File: config.mk
export PLATFORM = sky130hd
export DESIGN_NAME = aprt_xlate
export DESIGN_NICKNAME = d
export VERILOG_FILES = /design/src/rtl/aprt_pkg.sv /design/src/rtl/aprt_regs.sv /design/src/rtl/aprt_cache.sv /design/src/rtl/aprt_xlate.sv
export SDC_FILE = /design/constraint.sdc
export NUM_CORES = 1
export LEC_CHECK = 0
export ABC_AREA = 0
export ABC_CLOCK_PERIOD_IN_PS = 5900
export BUFFER_PORTS_ARGS = -buffer_cell sky130_fd_sc_hd__buf_2
export CORE_MARGIN = 2
export CORE_UTILIZATION = 30
export DETAILED_ROUTE_END_ITERATION = 6
export PLACE_DENSITY = 0.49
export SLEW_MARGIN = 40
export SYNTH_ARGS = -nofsm -noshare
export SYNTH_HDL_FRONTEND = slang
export SYNTH_SLANG_ARGS = --single-unit
File: constraint.sdc
create_clock -name clk -period 5.9 [get_ports clk]
set_clock_uncertainty 0.1 [all_clocks]
set_input_delay 0.295 -clock clk [delete_from_list [all_inputs] [get_ports clk]]
set_output_delay 0.295 -clock clk [all_outputs]
set_load 0.005 [all_outputs]
File: src/rtl/aprt_pkg.sv
package aprt_pkg;
  localparam int PA_W    = 40;
  localparam int PG_SH   = 12;
  localparam int PN_W    = PA_W - PG_SH;
  localparam int BASE_SH = 25;
  localparam int BASE_FW = PA_W - BASE_SH;
  localparam int TBL_FW  = 28;

  localparam logic [7:0] OFS_CTL  = 8'h90;
  localparam logic [7:0] OFS_BASE = 8'h94;
  localparam logic [7:0] OFS_TBL  = 8'h98;
  localparam logic [7:0] OFS_CCTL = 8'h9C;

  typedef enum logic [1:0] {ST_IDLE, ST_FETCH, ST_WAIT} walk_st_e;

  // packed MSB first so that it lines up with register bits 5:0
  typedef struct packed {
    logic       io_off;
    logic       cpu_off;
    logic [2:0] order;
    logic       en;
  } ap_ctl_t;

  function automatic logic [PA_W-1:0] ap_base(input logic [BASE_FW-1:0] f);
    return {f, {BASE_SH{1'b0}}};
  endfunction

  function automatic logic [PA_W-1:0] ap_span(input logic [2:0] ord);
    logic [PA_W-1:0] one;
    one = PA_W'(1);
    return one << (BASE_SH + int'(ord));
  endfunction

  function automatic logic ap_inside(input logic [PA_W-1:0] a,
                                     input logic [BASE_FW-1:0] f,
                                     input logic [2:0] ord);
    logic [PA_W:0] lim;
    lim = {1'b0, ap_base(f)} + {1'b0, ap_span(ord)};
    return (a >= ap_base(f)) && ({1'b0, a} < lim);
  endfunction

  function automatic logic [PA_W-1:0] pte_slot(input logic [TBL_FW-1:0] tbl,
                                               input logic [PA_W-1:0] a,
                                               input logic [BASE_FW-1:0] f);
    logic [PA_W-1:0] idx;
    idx = (a - ap_base(f)) >> PG_SH;
    return {tbl, {PG_SH{1'b0}}} + (idx << 2);
  endfunction

  function automatic logic [PN_W-1:0] pte_frame(input logic [31:0] pte);
    return {pte[11:4], pte[31:12]};
  endfunction
endpackage

File: src/rtl/aprt_regs.sv
module aprt_regs
  import aprt_pkg::*;
(
  input  logic               clk,
  input  logic               rst_n,
  input  logic               cfg_we,
  input  logic [7:0]         cfg_addr,
  input  logic [31:0]        cfg_wdata,
  output logic [31:0]        cfg_rdata,
  input  logic               flush_done,
  input  logic               err_set,
  output ap_ctl_t            ctl,
  output logic [BASE_FW-1:0] base_f,
  output logic [TBL_FW-1:0]  tbl_f,
  output logic               inv_pending,
  output logic               err_flag
);
  logic wr_ctl, wr_base, wr_tbl, wr_cctl;
  assign wr_ctl  = cfg_we && (cfg_addr == OFS_CTL);
  assign wr_base = cfg_we && (cfg_addr == OFS_BASE);
  assign wr_tbl  = cfg_we && (cfg_addr == OFS_TBL);
  assign wr_cctl = cfg_we && (cfg_addr == OFS_CCTL);

  always_ff @(posedge clk or negedge rst_n) begin
    if (!rst_n) begin
      ctl         <= '0;
      base_f      <= '0;
      tbl_f       <= '0;
      inv_pending <= 1'b0;
      err_flag    <= 1'b0;
    end else begin
      if (wr_ctl)  ctl    <= ap_ctl_t'(cfg_wdata[5:0]);
      if (wr_base) base_f <= cfg_wdata[BASE_FW-1:0];
      if (wr_tbl)  tbl_f  <= cfg_wdata[31:4];
      if (wr_cctl && cfg_wdata[0])  inv_pending <= 1'b1;
      else if (flush_done)          inv_pending <= 1'b0;
      if (err_set)                  err_flag <= 1'b1;
      else if (wr_cctl && cfg_wdata[1]) err_flag <= 1'b0;
    end
  end

  always_comb begin
    unique case (cfg_addr)
      OFS_CTL:  cfg_rdata = {26'b0, ctl};
      OFS_BASE: cfg_rdata = {{(32-BASE_FW){1'b0}}, base_f};
      OFS_TBL:  cfg_rdata = {tbl_f, 4'b0};
      OFS_CCTL: cfg_rdata = {30'b0, err_flag, inv_pending};
      default:  cfg_rdata = '0;
    endcase
  end

  // the error flag only falls on an explicit write-one
  p_err_sticky_r7: assert property (@(posedge clk) disable iff (!rst_n)
    err_flag && !(wr_cctl && cfg_wdata[1]) |=> err_flag);
  // a completed flush clears the pending bit unless re-armed
  p_flush_clears_r9: assert property (@(posedge clk) disable iff (!rst_n)
    flush_done && !(wr_cctl && cfg_wdata[0]) |=> !inv_pending);
endmodule

File: src/rtl/aprt_cache.sv
module aprt_cache
  import aprt_pkg::*;
#(
  parameter int ENTRIES = 4
) (
  input  logic            clk,
  input  logic            rst_n,
  input  logic [PN_W-1:0] look_pn,
  output logic            hit,
  output logic [PN_W-1:0] hit_frame,
  output logic            hit_coh,
  input  logic            fill,
  input  logic [PN_W-1:0] fill_pn,
  input  logic [PN_W-1:0] fill_frame,
  input  logic            fill_coh,
  input  logic            flush
);
  localparam int PW = (ENTRIES > 1) ? $clog2(ENTRIES) : 1;
  localparam logic [PW-1:0] LAST = PW'(ENTRIES - 1);

  logic [ENTRIES-1:0] hit_vec, vld_vec, sel_coh;
  logic [PN_W-1:0]    sel_frame [ENTRIES];
  logic [PW-1:0]      ptr;

  generate
    for (genvar g = 0; g < ENTRIES; g++) begin : g_way
      logic            v_q, c_q;
      logic [PN_W-1:0] t_q, f_q;
      always_ff @(posedge clk or negedge rst_n) begin
        if (!rst_n) begin
          v_q <= 1'b0; c_q <= 1'b0; t_q <= '0; f_q <= '0;
        end else if (flush) begin
          v_q <= 1'b0;
        end else if (fill && ptr == PW'(g)) begin
          v_q <= 1'b1; c_q <= fill_coh; t_q <= fill_pn; f_q <= fill_frame;
        end
      end
      assign vld_vec[g]   = v_q;
      assign hit_vec[g]   = v_q && (t_q == look_pn);
      assign sel_frame[g] = hit_vec[g] ? f_q : '0;
      assign sel_coh[g]   = hit_vec[g] && c_q;
    end
  endgenerate

  always_ff @(posedge clk or negedge rst_n) begin
    if (!rst_n)     ptr <= '0;
    else if (flush) ptr <= '0;
    else if (fill)  ptr <= (ptr == LAST) ? '0 : ptr + PW'(1);
  end

  always_comb begin
    hit_frame = '0;
    for (int i = 0; i < ENTRIES; i++) hit_frame |= sel_frame[i];
  end
  assign hit     = |hit_vec;
  assign hit_coh = |sel_coh;

  // a page is never held by two ways
  p_single_way_r8: assert property (@(posedge clk) disable iff (!rst_n)
    $onehot0(hit_vec));
  // a flush leaves no valid way behind
  p_flush_empty_r9: assert property (@(posedge clk) disable iff (!rst_n)
    flush |=> (vld_vec == '0));
endmodule

File: src/rtl/aprt_xlate.sv
module aprt_xlate
  import aprt_pkg::*;
#(
  parameter int CACHE_ENTRIES = 4
) (
  input  logic            clk,
  input  logic            rst_n,
  input  logic            cfg_we,
  input  logic [7:0]      cfg_addr,
  input  logic [31:0]     cfg_wdata,
  output logic [31:0]     cfg_rdata,
  input  logic            req_valid,
  output logic            req_ready,
  input  logic [PA_W-1:0] req_addr,
  input  logic            req_io,
  output logic            rsp_valid,
  output logic [PA_W-1:0] rsp_addr,
  output logic            rsp_err,
  output logic            rsp_coh,
  output logic            mem_req_valid,
  input  logic            mem_req_ready,
  output logic [PA_W-1:0] mem_req_addr,
  input  logic            mem_rsp_valid,
  input  logic [31:0]     mem_rsp_data
);
  ap_ctl_t            ctl;
  logic [BASE_FW-1:0] base_f;
  logic [TBL_FW-1:0]  tbl_f;
  logic               inv_pending, err_flag, flush_done;
  walk_st_e           st_q;
  logic [PA_W-1:0]    hold_q, slot_q;
  logic               c_hit, c_coh;
  logic [PN_W-1:0]    c_frame;

  // named internal events
  logic in_ap, src_off, xl_on, accept, acc_bypass, acc_hit, acc_miss;
  logic pte_ok, pte_bad;

  aprt_regs u_regs (
    .clk, .rst_n, .cfg_we, .cfg_addr, .cfg_wdata, .cfg_rdata,
    .flush_done, .err_set(pte_bad), .ctl, .base_f, .tbl_f,
    .inv_pending, .err_flag
  );

  aprt_cache #(.ENTRIES(CACHE_ENTRIES)) u_cache (
    .clk, .rst_n,
    .look_pn(req_addr[PA_W-1:PG_SH]), .hit(c_hit), .hit_frame(c_frame), .hit_coh(c_coh),
    .fill(pte_ok), .fill_pn(hold_q[PA_W-1:PG_SH]),
    .fill_frame(pte_frame(mem_rsp_data)), .fill_coh(mem_rsp_data[1]),
    .flush(flush_done)
  );

  assign in_ap      = ap_inside(req_addr, base_f, ctl.order);
  assign src_off    = req_io ? ctl.io_off : ctl.cpu_off;
  assign xl_on      = ctl.en && !src_off && in_ap;
  assign req_ready  = (st_q == ST_IDLE) && !inv_pending;
  assign accept     = req_valid && req_ready;
  assign acc_bypass = accept && !xl_on;
  assign acc_hit    = accept && xl_on && c_hit;
  assign acc_miss   = accept && xl_on && !c_hit;
  assign pte_ok     = (st_q == ST_WAIT) && mem_rsp_valid && mem_rsp_data[0];
  assign pte_bad    = (st_q == ST_WAIT) && mem_rsp_valid && !mem_rsp_data[0];
  assign flush_done = (st_q == ST_IDLE) && inv_pending;

  assign mem_req_valid = (st_q == ST_FETCH);
  assign mem_req_addr  = slot_q;

  always_ff @(posedge clk or negedge rst_n) begin
    if (!rst_n) begin
      st_q      <= ST_IDLE;
      hold_q    <= '0;
      slot_q    <= '0;
      rsp_valid <= 1'b0;
      rsp_addr  <= '0;
      rsp_err   <= 1'b0;
      rsp_coh   <= 1'b0;
    end else begin
      rsp_valid <= 1'b0;
      unique case (st_q)
        ST_IDLE: begin
          if (acc_bypass) begin
            rsp_valid <= 1'b1; rsp_addr <= req_addr;
            rsp_err   <= 1'b0; rsp_coh  <= 1'b0;
          end else if (acc_hit) begin
            rsp_valid <= 1'b1; rsp_addr <= {c_frame, req_addr[PG_SH-1:0]};
            rsp_err   <= 1'b0; rsp_coh  <= c_coh;
          end else if (acc_miss) begin
            hold_q <= req_addr;
            slot_q <= pte_slot(tbl_f, req_addr, base_f);
            st_q   <= ST_FETCH;
          end
        end
        ST_FETCH: if (mem_req_ready) st_q <= ST_WAIT;
        ST_WAIT: begin
          if (mem_rsp_valid) begin
            rsp_valid <= 1'b1;
            st_q      <= ST_IDLE;
            if (mem_rsp_data[0]) begin
              rsp_addr <= {pte_frame(mem_rsp_data), hold_q[PG_SH-1:0]};
              rsp_err  <= 1'b0;
              rsp_coh  <= mem_rsp_data[1];
            end else begin
              rsp_addr <= hold_q;
              rsp_err  <= 1'b1;
              rsp_coh  <= 1'b0;
            end
          end
        end
        default: st_q <= ST_IDLE;
      endcase
    end
  end

  // bypassed requests come back unchanged next cycle
  p_bypass_passthru_r2: assert property (@(posedge clk) disable iff (!rst_n)
    acc_bypass |=> rsp_valid && !rsp_err && (rsp_addr == $past(req_addr)));
  // a bypass never starts a table read
  p_bypass_nofetch_r2: assert property (@(posedge clk) disable iff (!rst_n)
    acc_bypass |=> !mem_req_valid);
  // read request held steady under back-pressure
  p_req_hold_r4: assert property (@(posedge clk) disable iff (!rst_n)
    mem_req_valid && !mem_req_ready |=> mem_req_valid && $stable(mem_req_addr));
  // an invalid entry yields an error response and the sticky flag
  p_err_resp_r6: assert property (@(posedge clk) disable iff (!rst_n)
    pte_bad |=> rsp_valid && rsp_err && err_flag);
  // a hit answers next cycle without memory traffic
  p_hit_fast_r8: assert property (@(posedge clk) disable iff (!rst_n)
    acc_hit |=> rsp_valid && !rsp_err && !mem_req_valid);
  // no acceptance while an invalidate is pending
  p_ready_flush_r9: assert property (@(posedge clk) disable iff (!rst_n)
    inv_pending |-> !req_ready);
  // one request in flight
  p_one_inflight_r11: assert property (@(posedge clk) disable iff (!rst_n)
    mem_req_valid |-> !req_ready);
endmodule

# Word level (Yosys, flattened, before mapping)
# Index checks and enable logic that the tools add are counted.
dict set report word_totals {
  elab_cells 166
  latchBits 0
  ramBits 0
  mem_bits_ro 0
  regBits 410
  n_memories 0
}
dict set report classes {
  n_shift 1
  bitwise 6
  n_reduce_logical 55
  multipliers 0
  n_eq_ne 19
  n_addsub 5
  order_cmp 2
  div_mod_pow 0
  n_mux 46
}
# cell n
set ops {}
lappend ops {{40-bit 2-to-1 mux} 4}
lappend ops {{32-bit case mux with 4 select lines} 1}
lappend ops {{28-bit equality test} 4}
lappend ops {{28-bit 2-to-1 mux} 4}
lappend ops {{28-bit bitwise OR} 3}
lappend ops {{40-bit case mux with 2 select lines} 1}
lappend ops {{40-bit by 40-bit adder with 41-bit output} 1}
lappend ops {{40-bit by 41-bit < comparator with 1-bit output} 1}
lappend ops {{40-bit by 30-bit adder with 40-bit output} 1}
lappend ops {{40-bit greater-or-equal comparator} 1}
lappend ops {{1-bit by 6-bit << shifter with 40-bit output (first input constant)} 1}
lappend ops {{40-bit subtractor} 1}
lappend ops {{8-bit equality test (second input constant)} 4}
lappend ops {{1-bit logical AND} 31}
lappend ops {{1-bit 2-to-1 mux} 24}
lappend ops {{2-bit 2-to-1 mux} 8}
lappend ops {{2-bit nonzero test} 8}
lappend ops {{2-bit != test (second input constant)} 4}
lappend ops {{2-bit AND reduction} 4}
lappend ops {{4-bit OR reduction} 2}
lappend ops {{5-bit by 3-bit adder with 6-bit output (first input constant)} 1}
lappend ops {{2-bit equality test (second input constant)} 3}
lappend ops {{1-bit case mux with 2 select lines} 3}
lappend ops {{2-bit case mux with 3 select lines} 1}
lappend ops {{10 further kinds} 18}

# Depth between registers and ports, before layout
# Gate-level depths: netlist of the first run.
dict set report depth {
  depth_word 12
  depth_mapped 26
}

# Hierarchy
# A second synthesis of the first run with hierarchy kept.
dict set report hier_totals {
  hier_cells 2261
  area_unflattened_um2 23451.2
}
# module area_per_inst_um2 seq_area_each_um2 cells_each n_inst
set modules_own_cells {}
lappend modules_own_cells {aprt_cache 11715.0 5855.6 953 1}
lappend modules_own_cells {aprt_xlate 9357.7 2827.7 1126 1}
lappend modules_own_cells {aprt_regs 2378.5 1276.2 182 1}

# Worst setup path after synthesis of the first run
# No wires, ideal clock.
dict set report synth_path {
  kind {register to register}
  startpoint {register u_regs.ctl[1] (netlist name)}
  endpoint {register hold_q[10]}
  synth_period_minus_slack_ns 5.478
  t_required_ns 5.675
  setup_ns 0.125
  arrival_ns 5.253
  n_path_buf 2
  slack_ns 0.422
  stages_incl_launch_ff 24
  cell_sequence {dfrtp_1 > and2_1 > ha_1 > nor3_1 > ha_1 > a21oi_1 > o21ai_0 > a2111oi_0 > nor3b_1 > o21ai_0 > nand2b_1 > a31oi_1 > o21ai_0 > xnor2_1 > ha_1 > a2111oi_0 > a221oi_1 > o211ai_1 > a211o_1 > o2111ai_1 > or3_1 > buf_2 > buf_6 > mux2_4}
}
dict set report synth_via {
  elab_chain_cells 10
}
# item line_no
set synth_rtl {}
lappend synth_rtl {{5-bit by 3-bit adder with 6-bit output (*)} aprt_pkg.sv:31} ;# return one << (BASE_SH + int'(ord));
lappend synth_rtl {{1-bit by 6-bit << shifter with 40-bit output (*)} aprt_pkg.sv:31}
lappend synth_rtl {{40-bit by 40-bit adder with 41-bit output (*)} aprt_pkg.sv:38} ;# lim = {1'b0, ap_base(f)} + {1'b0, ap_span(ord)};
lappend synth_rtl {{40-bit by 41-bit < comparator with 1-bit output (*)} aprt_pkg.sv:39} ;# return (a >= ap_base(f)) && ({1'b0, a} < lim);
lappend synth_rtl {{1-bit logical AND (*)} aprt_pkg.sv:39}
lappend synth_rtl {{1-bit logical AND (*)} aprt_xlate.sv:55} ;# assign xl_on = ctl.en && !src_off && in_ap;
lappend synth_rtl {{1-bit logical AND or 1-bit logical NOT (tied branches)} {aprt_xlate.sv:59, aprt_xlate.sv:60, aprt_xlate.sv:58}}
lappend synth_rtl {{1-bit logical AND, on equally long branches} {aprt_xlate.sv:59, aprt_xlate.sv:58}}
lappend synth_rtl {{1-bit NOT (no line)} -}
lappend synth_rtl {{4-bit AND reduction (no line) (*)} -}
lappend synth_rtl {{end signal: assignment} aprt_xlate.sv:88} ;# hold_q <= req_addr;
lappend synth_rtl {{end: declaration} aprt_xlate.sv:31} ;# logic [PA_W-1:0] hold_q, slot_q;
# Every way passes the cells marked *; elsewhere a longest branch is shown, timed or not.
# A chain may end at the register's enable or synchronous reset.

# Worst setup path after layout of the first run
dict set report layout_path {
  startpoint {register u_regs.ctl[1] (netlist name)}
  endpoint {register hold_q[9]}
}
dict set report layout_via {
  elab_chain_cells 10
}
# item line_no
set layout_rtl {}
lappend layout_rtl {{5-bit by 3-bit adder with 6-bit output (*)} aprt_pkg.sv:31}
lappend layout_rtl {{1-bit by 6-bit << shifter with 40-bit output (*)} aprt_pkg.sv:31}
lappend layout_rtl {{40-bit by 40-bit adder with 41-bit output (*)} aprt_pkg.sv:38}
lappend layout_rtl {{40-bit by 41-bit < comparator with 1-bit output (*)} aprt_pkg.sv:39}
lappend layout_rtl {{1-bit logical AND (*)} aprt_pkg.sv:39}
lappend layout_rtl {{1-bit logical AND (*)} aprt_xlate.sv:55}
lappend layout_rtl {{1-bit logical AND or 1-bit logical NOT (tied branches)} {aprt_xlate.sv:59, aprt_xlate.sv:60, aprt_xlate.sv:58}}
lappend layout_rtl {{1-bit logical AND, on equally long branches} {aprt_xlate.sv:59, aprt_xlate.sv:58}}
lappend layout_rtl {{1-bit NOT (no line)} -}
lappend layout_rtl {{4-bit AND reduction (no line) (*)} -}
# Marked as above.

==> results.ini, run 1 <==
[routing]
totalWireLength_um=69410
drc=0
drt_iter0_markers=1034
ant_nets=0
first_pass_iters=5
wl_per_cell_um=22.13
vias=15610
routed_via_density=4.979

[cells_and_area]
post_route_cells_drive_above_1_share=0.3327
multiInputGateArea_mm2=0.01081
register_area_mm2=0.009960
nNetsFinal=2352
area_growth_pct=23.10
final_cell_area_mm2=0.02620
num-fill-cells=7002
finalNonFillerCells=3136

[power_and_ir_drop]
p_switching_mw=1.906
vdd_drop_max_v=0.0002066
power_density_mw_per_mm2=268.0
power_leakage_nw=12.86
power.share.clock=0.427
comb_power_share=0.134
intPower_mw=5.116
seq_power_share=0.440
power_switching_share=0.2714

[yosys]
ys_ff_latch=398
synthCells=1872
syn_area_mm2=0.02129
async_reset_ff_frac=1.000
yosysWarnings=0
yosys.cell_types.count=65
seq_area_frac_synth=0.4679
synthFlopType=dfrtp_1
avgSynthCellArea_um2=11.37
synth-edff-count=0

[clock_network]
clk_latency_ns=0.60
clkSinkCount=398
clock_path_buffers=3
cts_root_buffer=clkbuf_16
clkSlewWorstSetupHoldPaths_ns=0.06
cts_buffers=47
cts_tree=built
cts_htree_levels=2

[grt]
antenna_found_initial=5
grt_max_degree=158
grt_pass1_vias=16430
overflow=0
grt_first_pass_wirelength_um=104600
grtUsageTotal=0.1872

[floorplanning]
io_pins=236
start_util=0.3034
die_height_um=270.4
num_rows=97
core_mm2=0.07015
die_area_mm2=0.07310
die_w_um=270.4

[placed_design]
io_buffers=231
place_ws_ns=-0.06539
placed_area_mm2=0.02359
gp_congestion=0.8992
place_inst=2966
hpwl_um=47740

[setup_path]
cp-start-kind=flip-flop
criticalPathCategory=reg2reg
max_stage_delay_ns=0.47
crit_buf_inv=2
cp.arrival_ns=5.90
crit_start=u_regs.ctl[1]
cp_max_fo=17
crit_required_ns=6.27
reg2reg_from=u_regs.ctl[1]
end_kind=flip-flop
slowest_stage=or3_4
crit_chain=and2_4 > ha_4 > nor4_1 > ha_1 > fa_1 > a21o_1 > a21oi_2 > o21bai_1 > a21oi_2 > o21bai_1 > a41o_1 > a31oi_4 > o31ai_1 > xnor2_1 > ha_1 > a2111oi_4 > a221oi_2 > o211ai_1 > a211o_1 > o2111ai_1 > buf_4 > or3_4 > buf_12 > mux2_4
critPathTopFamily=compound AO/OA/AOI/OAI gates

[timing]
timing.slew.headroom=0.4793
tns_ns=0
fin_crit_sh=0.9377
slew_viol_final=0
hold_violations=0
worst_slew_pin_slew_ns=0.7709
fmax_ghz=0.1808
setup_viol=0
period_needed_ns=5.532
worst_slack_ns=0.3676

[worst_hold_path]
hp-class=in2reg
min_from=req_addr[19]

[flow_run]
drv_cap=0

[outcome]
status=complete, no violations

==> layout by cell type, fill, tap and decap left out, types with 40 or more instances in the layout <==
| master | count |
|---|---|
| clkbuf_16 | 50 |
| dfrtp_1 | 398 |
| a22oi_1 | 62 |
| ha_1 | 67 |
| mux2_2 | 306 |
| xnor2_1 | 68 |
| nand2_1 | 193 |
| nor2_1 | 63 |
| xor2_1 | 89 |
| buf_2 | 230 |
| dlygate4sd3_1 | 78 |
| mux2_4 | 40 |
==> synth_stat cells (4+ instances only) <==
cell      instances  area (µm²)
a22o_1            7       61.31
mux2i_1          35       350.3
inv_1            39       146.4
o31ai_1           5       37.54
xor2_1           89       779.5
nor2_1           63       236.5
and2_1           21       131.4
buf_1             9       33.78
mux2_2          306        3446
a21oi_1          39       195.2
buf_2             9       45.04
clkbuf_1         80       300.3
o21ai_0          26       130.1
buf_4            16       120.1
a22oi_1          62       465.5
a211oi_1          6       45.04
o211ai_1          4       30.03
xnor2_1          68       595.6
or3_1             6       37.54
o21a_1            8       60.06
mux2_4           40       600.6
nand2b_1         13       81.33
ha_1             69       863.3
nand3_1          11       55.05
o21ai_1          27       135.1
nor4_1           39       244.0
o21bai_1         10       75.07
and3_1            9       56.30
nand2_1         198       743.2
nand4_1          21       131.4
buf_6             6       67.56
a21o_1            9       67.56
nor3b_1           4       30.03
o221ai_1         29       254.0
nor3_1           19       95.09
nor2b_1          18       112.6
a31oi_1          14       87.58
dfrtp_1         398        9960
==> power by group through the flow <==
stage / combinational [mW] / sequential, mW / clock (mW)
floorplan: 0.531 / 3.05 / 0
global placement: 0.867 / 3.13 / 0
detailed placement: 0.890 / 3.14 / 0
CTS: 0.939 / 3.09 / 3.08
global route: 1.03 / 3.11 / 3.19
finish: 0.939 / 3.09 / 3.00
==> logic make-up (layout without fill, tap and decap cells) <==
group | after synthesis | after routing | synth area share
fa+ha+maj | 72 | 72 | 0.04338
xor+xnor | 157 | 157 | 0.06460
simple gates | 434 | 434 | 0.09663
mux | 381 | 381 | 0.2065
buf+inv | 161 | 476 | 0.03386
other cells | 1 | 10 | 0.0001762
flops | 398 | 398 | 0.4679
compound gates | 268 | 268 | 0.08693
==> state kept, by name, indices dropped and copies added, names as in the netlist <==
name / count
u_cache.g_way.c_q: 4
u_cache.g_way.v_q: 4
u_regs.inv_pending: 1
u_regs.tbl_f: 28
rsp_coh: 1
u_regs.base_f: 15
u_regs.ctl: 6
u_cache.g_way.t_q: 112
st_q: 2
mem_req_addr: 28
rsp_err: 1
rsp_valid: 1
u_cache.ptr: 2
u_regs.err_flag: 1
rsp_addr: 40
u_cache.g_way.f_q: 112
hold_q: 40
==> routing by layer <==
layer / up-vias / wire length, µm / GRT usage
met2: 324 / 34370 / 0.3259
li1: 7250 / - / -
met4: 6 / 1787 / 0.05220
met5: - / 43 / 0
met3: 107 / 2703 / 0.03058
met1: 7926 / 30500 / 0.2389
==> stage by stage <==
step	total power [mW]	hold slack [ns]	util
2_1_floorplan	3.578	-0.1006	-
3_3_place_gp	4.000	0.3064	0.3355
3_5_place_dp	4.029	0.1019	0.3362
4_1_cts	7.110	0.006281	0.3702
5_1_grt	7.337	0.03627	0.3735
6_report	7.022	0.03859	0.3735
==> path summary, 6_finish.rpt <==
kind / depth (start not counted) / slack, ns / to
min in group asynchronous: 2 / 0.07 / u_cache.g_way[1].f_q[20]
worst min-delay path: 2 / 0.04 / hold_q[19]
max in group asynchronous: 4 / 4.43 / hold_q[12]
worst max register to register: 24 / 0.37 / hold_q[9]
worst max-delay path: 24 / 0.37 / hold_q[9]
worst min register to register: 2 / 0.39 / mem_req_addr[37]
==> cell type report <==
cell class / instances / area share
sequential: 398 / 0.3801
tap: 940 / 0.04488
antenna: 2 / 0.0001910
multi-input combinational: 1320 / 0.4124
clock inverter: 19 / 0.009311
timing repair buffer: 353 / 0.09588
inverter: 41 / 0.005873
clock buffer: 63 / 0.05143
==> timing repair <==
action                                  4_1_cts  5_1_grt
endpoints found under the setup margin       59      113
resized for setup                             3       20
pin swaps                                     0        6
gates cloned                                  0        2
hold buffers                                 78        0
setup buffers                                 0        4
endpoints found under the hold margin       294        0
Note: power is estimated with default switching activity, not from simulation.
==> run 2: changes to the inputs <==
--- a/config.mk
+++ b/config.mk
@@ -6,12 +6,12 @@
 export NUM_CORES = 1
 export LEC_CHECK = 0
 export ABC_AREA = 0
-export ABC_CLOCK_PERIOD_IN_PS = 5900
+export ABC_CLOCK_PERIOD_IN_PS = 5100
 export BUFFER_PORTS_ARGS = -buffer_cell sky130_fd_sc_hd__buf_2
 export CORE_MARGIN = 2
 export CORE_UTILIZATION = 30
 export DETAILED_ROUTE_END_ITERATION = 6
-export PLACE_DENSITY = 0.49
+export PLACE_DENSITY = 0.47
 export SLEW_MARGIN = 40
 export SYNTH_ARGS = -nofsm -noshare
 export SYNTH_HDL_FRONTEND = slang
==> constraint.sdc (replaced) <==
create_clock -name clk -period 5.1 [get_ports clk]
set_clock_uncertainty 0.1 [all_clocks]
set_input_delay 0.255 -clock clk [delete_from_list [all_inputs] [get_ports clk]]
set_output_delay 0.255 -clock clk [all_outputs]
set_load 0.005 [all_outputs]
==> run 2 against run 1 <==
  * The run now ends with negative setup slack left
  * First-iteration DRC count down 14%
  * Critical endpoint is now hold_q[10]
  * Sequential cell count unchanged
  * Maximum frequency up 2.9%
  * Sequential share of layout area down 1.8 points
  * Routed wire length up 6.6%
  * Combinational power up 33%
  * Cell area up 5.0%
  * Critical path depth unchanged
==> results.ini, run 2 (same netlist as run 1, synthesis figures left out) <==
[setup_path]
reg2reg_depth=24  ; unchanged
max_stage_delay_ns=0.52  ; +0.05 ns
r2r_slack_ns=-0.28  ; -0.64 ns
critPathTopFamily=compound AO/OA/AOI/OAI gates
crit_cells=24  ; unchanged
cp-start-kind=flip-flop
crit_required_ns=5.47  ; -0.80 ns
slowest_stage=or3_4
criticalPathCategory=reg2reg
cp.arrival_ns=5.75  ; -0.15 ns
end_kind=flip-flop
reg2reg_from=u_regs.ctl[2]
r2r_end=hold_q[10]
crit_chain=and2_4 > buf_6 > ha_4 > nor4_4 > ha_2 > fa_2 > a21o_1 > a21oi_2 > o21bai_1 > a21oi_2 > o21bai_1 > a41o_1 > a31oi_4 > buf_4 > xor2_2 > ha_1 > o21a_1 > o21a_1 > o211ai_1 > a211o_1 > o2111ai_4 > or3_4 > buf_12 > mux2_4
cp_max_fo=14  ; -3
crit_buf_inv=3  ; +1

[placed_design]
io_buffers=231  ; unchanged
place_ws_ns=-0.3876  ; -0.3222 ns
placed_area_mm2=0.02389  ; +1.3%
hpwl_um=49560  ; +3.8%
gp_congestion=0.8690  ; -3.4%

[clock_network]
cts_root_buffer=clkbuf_16
cts_htree_levels=2  ; unchanged
clk_latency_ns=0.60  ; about the same
cts_tree=built
clock_path_buffers=3  ; unchanged
clkSlewWorstSetupHoldPaths_ns=0.06  ; about the same
cts_buffers=48  ; +2.1%
clkSinkCount=398  ; unchanged

[routing]
routed_via_density=5.030  ; +1.0%
vias=16060  ; +2.9%
drc=0  ; unchanged
first_pass_iters=6  ; +1
drt_iter0_markers=887  ; -14%
wl_per_cell_um=23.18  ; +4.7%
ant_nets=0  ; unchanged
totalWireLength_um=74000  ; +6.6%

[worst_hold_path]
hold_path_end=hold_q[14]
min_from=req_addr[14]
hp-class=in2reg
hold_depth=2  ; unchanged

[timing]
timing.slew.headroom=0.4468  ; -0.03258
rsz0062_at_grt=yes
worst_slew_pin_slew_ns=0.8192  ; +0.04823 ns
hold_violations=0  ; unchanged
fin_crit_sh=1.054  ; +0.1164
setup_viol=113  ; +113
tns_ns=-23.83  ; -23.83 ns
fmax_ghz=0.1860  ; +2.9%
worst_slack_ns=-0.2761  ; -0.6437 ns
slew_viol_final=0  ; unchanged
hold_ws_ns=0.01730  ; -0.02129 ns
period_needed_ns=5.376  ; -0.1563 ns

[power_and_ir_drop]
power.share.clock=0.411  ; -0.016
power_leakage_nw=13.41  ; +4.3%
power_density_mw_per_mm2=298.4  ; +11%
comb_power_share=0.152  ; +0.018
power_switching_share=0.2785  ; +0.007063
seq_power_share=0.437  ; -0.003
vdd_drop_max_v=0.0002316  ; +12%
intPower_mw=5.922  ; +16%
p_switching_mw=2.286  ; +20%

[cells_and_area]
final_core_util=0.3921  ; +0.01855
area_growth_pct=29.21
num-fill-cells=6886  ; -1.7%
nNetsFinal=2411  ; +2.5%
final_common_cell=dfrtp_1
final_cell_area_mm2=0.02751  ; +5.0%
post_route_cells_drive_above_1_share=0.3837  ; +0.05093
reg.largest.list=u_cache.g_way.f_q (112), u_cache.g_way.t_q (112)
final_cell_mix=398 x dfrtp_1, 306 x mux2_2, 230 x buf_2

[outcome]
violations=negative setup slack
status=finished, violations left

[grt]
grt_pass1_vias=16860  ; +2.7%
overflow=0  ; unchanged
grt_max_degree=139  ; -12%
antenna_found_initial=2  ; -3
grt_first_pass_wirelength_um=110200  ; +5.4%
grtUsageTotal=0.2007  ; +0.01354

[floorplanning]
die_height_um=270.4  ; unchanged
start_util=0.3034  ; unchanged
die_area_mm2=0.07310  ; unchanged
die_w_um=270.4  ; unchanged
num_rows=97  ; unchanged
io_pins=236  ; unchanged
core_mm2=0.07015  ; unchanged

[flow_run]
drv_cap=0  ; unchanged

run 2: cell count changes in the layout (fill, tap and decap cells not counted), moves of 12 or more:
cell and change:
buf_16 +13, buf_4 +30, nand2_1 -23, nand2_2 +12, nor2_1 -14, o221ai_1 -28, o221ai_2 +27
run 2: final cells by class:
type                    instances  area, µm²  area share
well taps                     940       1176     0.04276
multi-input cells            1320      11360      0.4131
flip-flops and latches        398       9960      0.3621
diodes                          1      2.502  0.00009098
clock buffers                  65       1325     0.04817
inverters                      41      161.4    0.005868
clock inverters                17      209.0    0.007597
repair buffers                411       3308      0.1203
run 2: worst max-delay path by stage:
| stage | startpoint | endpoint |
|---|---|---|
| 2_1_floorplan | u_regs.ctl[1] | hold_q[10] |
| 3_3_place_gp | u_regs.ctl[1] | hold_q[2] |
| 3_5_place_dp | u_regs.ctl[1] | mem_req_addr[34] |
| 4_1_cts | u_regs.ctl[1] | mem_req_addr[22] |
| 5_1_grt | u_regs.ctl[2] | rsp_err |
| 6_report | u_regs.ctl[2] | hold_q[10] |
run 2: through the flow:
stage	std cells	power [mW]
after global routing	3193	8.578
after detailed placement	2999	4.690
after global placement	2998	4.660
after CTS	3188	8.277
final	3193	8.208
after floorplan	1879	4.144
run 2: repair_timing:
action,in CTS,in global routing
pin swaps,16,44
buffers inserted,12,1
resized for setup,85,79
hold buffers,81,0
gates cloned,14,3
setup endpoints to repair,113,113
hold endpoints to repair,322,0
run 2: worst reg2reg max path, stage by stage, from the launching register on:
cell	delay [ns]
dfrtp_1	0.37
and2_4	0.16
buf_6	0.12
ha_4	0.31
nor4_4	0.05
ha_2	0.19
fa_2	0.34
a21o_1	0.17
a21oi_2	0.17
o21bai_1	0.09
a21oi_2	0.15
o21bai_1	0.12
a41o_1	0.30
a31oi_4	0.18
buf_4	0.15
xor2_2	0.15
ha_1	0.25
o21a_1	0.19
o21a_1	0.16
o211ai_1	0.19
a211o_1	0.19
o2111ai_4	0.15
or3_4	0.52
buf_12	0.21
mux2_4	0.31
run 2: metal layers:
layer | global-route usage | wire length, µm | part of all wire | vias up
met2 | 0.3465 | 36600 | 0.49 | 347
li1 | - | - | - | 7380
met3 | 0.02907 | 2783 | 0.038 | 124
met4 | 0.06601 | 2387 | 0.032 | 2
met1 | 0.2570 | 32220 | 0.44 | 8209
met5 | 0 | 11 | 0.00015 | -
run 2: power by group through the flow:
| stage | sequential [mW] | clock, mW | combinational [mW] |
|---|---|---|---|
| after floorplan | 3.53 | 0 | 0.617 |
| after global placement | 3.63 | 0 | 1.03 |
| after detailed placement | 3.64 | 0 | 1.05 |
| after CTS | 3.59 | 3.48 | 1.22 |
| after global routing | 3.61 | 3.61 | 1.36 |
| final | 3.58 | 3.38 | 1.25 |
==> run 3: changes to the inputs <==
--- a/config.mk
+++ b/config.mk
@@ -9,9 +9,9 @@
 export ABC_CLOCK_PERIOD_IN_PS = 5100
 export BUFFER_PORTS_ARGS = -buffer_cell sky130_fd_sc_hd__buf_2
 export CORE_MARGIN = 2
-export CORE_UTILIZATION = 30
+export CORE_UTILIZATION = 50
 export DETAILED_ROUTE_END_ITERATION = 6
-export PLACE_DENSITY = 0.47
+export PLACE_DENSITY = 0.71
 export SLEW_MARGIN = 40
 export SYNTH_ARGS = -nofsm -noshare
 export SYNTH_HDL_FRONTEND = slang
==> run 3 against run 2 <==
  * The run still ends with negative setup slack left
  * Critical endpoint is now hold_q[5]
  * Final cell count fell by 13%
  * Routed wire length fell by 14%
  * Register-to-register slack improved by 0.07 ns
  * Maximum frequency rose by 1.3%
  * Sequential cell count did not move
  * Setup slack improved by 0.069 ns
  * Clock power fell by 5%
==> results.ini, run 3 (same netlist as run 1, synthesis figures left out) <==
[outcome]
status=finished, violations left
violations=negative setup slack

[floorplanning]
io_pins=236  ; unchanged
start_util=0.5075  ; +0.2040
die_height_um=210.3  ; -22%
core_mm2=0.04195  ; -40%
num_rows=75  ; -23%
die_w_um=210.3  ; -22%
die_area_mm2=0.04424  ; -39%

[power_and_ir_drop]
power.total_mw=7.899  ; -3.8%
vdd_drop_max_v=0.0002071  ; -11%
power_leakage_nw=13.16  ; -1.9%
power_density_mw_per_mm2=300.2  ; +0.60%

[routing]
first_pass_iters=5  ; -1
vias=16250  ; +1.2%
wl_per_cell_um=22.90  ; -1.2%
drt_iter0_markers=1354  ; +53%
totalWireLength_um=63660  ; -14%
ant_nets=0  ; unchanged
drc=0  ; unchanged
routed_via_density=5.846  ; +16%

[cells_and_area]
final_common_cell=dfrtp_1
nNetsFinal=2395  ; -0.66%
area_growth_pct=23.60
post_route_cells_drive_above_1_share=0.3557  ; -0.02798
reg.largest.list=u_cache.g_way.f_q (112), u_cache.g_way.t_q (112)
final_core_util=0.6272  ; +0.2351
final_cell_mix=398 x dfrtp_1, 306 x mux2_2, 230 x buf_2

[placed_design]
gp_congestion=0.9018  ; +3.8%
io_buffers=231  ; unchanged
hpwl_um=41830  ; -16%
place_ws_ns=-0.2775  ; +0.1101 ns

[clock_network]
cts_htree_levels=2  ; unchanged
cts_root_buffer=clkbuf_16
clkSlewWorstSetupHoldPaths_ns=0.06  ; about the same
cts_buffers=43  ; -10%
clkSinkCount=398  ; unchanged
clock_path_buffers=3  ; unchanged
clk_latency_ns=0.58  ; -0.02 ns
cts_tree=built

[timing]
slew_viol_final=0  ; unchanged
worst_slack_ns=-0.2069  ; +0.06921 ns
rsz0062_at_grt=yes
setup_viol=101  ; -11%
timing.slew.headroom=0.4416  ; -0.005119
tns_ns=-13.55  ; +10.28 ns
period_needed_ns=5.307  ; -0.06921 ns
worst_slew_pin_slew_ns=0.8352  ; +0.01606 ns
hold_violations=0  ; unchanged
fmax_ghz=0.1884  ; +1.3%
hold_ws_ns=0.03227  ; +0.01497 ns
fin_crit_sh=1.041  ; -0.01357

[worst_hold_path]
hp-class=in2reg

[grt]
grtUsageTotal=0.2891  ; +0.08836
grt_first_pass_wirelength_um=97910  ; -11%
overflow=0  ; unchanged
antenna_found_initial=3  ; +1
grt_max_degree=151  ; +8.6%
grt_pass1_vias=16930  ; +0.41%

[flow_run]
drv_cap=0  ; unchanged

[setup_path]
crit_required_ns=5.44  ; -0.03 ns
end_kind=flip-flop
cp.arrival_ns=5.65  ; -0.10 ns
cp-start-kind=flip-flop
criticalPathCategory=reg2reg
cp_max_fo=9  ; -5

-- run 3: path summary, 6_finish.rpt --
path	startpoint	end	slack (ns)	cells past startpoint
worst max-delay path	u_regs.ctl[1]	hold_q[5]	-0.21	25
worst min-delay path	req_addr[14]	hold_q[14]	0.03	2
worst max register to register	u_regs.ctl[1]	hold_q[5]	-0.21	25
worst min register to register	rsp_addr[15]	rsp_addr[15]	0.38	2
max in group asynchronous	rst_n	u_regs.tbl_f[16]	3.60	4
min in group asynchronous	rst_n	u_cache.g_way[1].f_q[1]	0.10	2
-- run 3: power by group --
group          total [mW]  switching, mW  internal, mW
Sequential           3.57          0.217          3.35
Combinational        1.13          0.584         0.548
Clock                3.20           1.30          1.90
-- run 3: area by class of cell --
class                      instances  area (µm²)
multi-input combinational       1320       10960
timing repair buffer             400        3083
fill                            3270       15640
clock inverter                     8       90.09
inverter                          41       158.9
antenna                            3       7.507
clock buffer                      71        1381
sequential                       398        9960
tap                              539       674.4
-- run 3: critical path, stage by stage, from the launching register on --
cell and delay [ns]:
dfrtp_1 0.38, and2_4 0.18, ha_4 0.28, nand2b_4 0.06, nor3b_2 0.18, ha_1 0.28, buf_4 0.14, buf_4 0.13
a21oi_2 0.14, o21bai_1 0.09, a21oi_2 0.16, o21bai_1 0.10, a41o_1 0.30, a31oi_4 0.22, o31ai_4 0.07, xnor2_1 0.13
ha_2 0.20, a2111oi_4 0.37, a221oi_2 0.10, o211ai_1 0.10, a211o_1 0.16, o2111ai_4 0.18, or3_4 0.49, buf_6 0.16
buf_16 0.16, mux2_4 0.29
-- run 3: repair_timing --
item                                    4_1_cts  5_1_grt
endpoints found under the setup margin      113      113
hold endpoints to repair                    249        0
pin swaps                                    34       23
cloned                                       11        0
gates resized for setup                      59       10
hold buffers                                 79        0
buffers inserted                             15        6
-- run 3: per-stage QoR --
step	instance area [µm²]	instances
5_1_grt	26310	2780
3_3_place_gp	23240	2586
2_1_floorplan	21360	1879
3_5_place_dp	23260	2586
6_report	26310	2780
4_1_cts	26180	2770
-- run 3: per-layer routing --
layer	wire length [µm]	vias to the layer above	global-route usage	share of wire
met5	0	-	0	0
met4	2140	0	0.1017	0.034
met2	30660	520	0.4818	0.48
met1	27280	8263	0.3872	0.43
met3	3580	134	0.04172	0.056
li1	-	7336	-	-
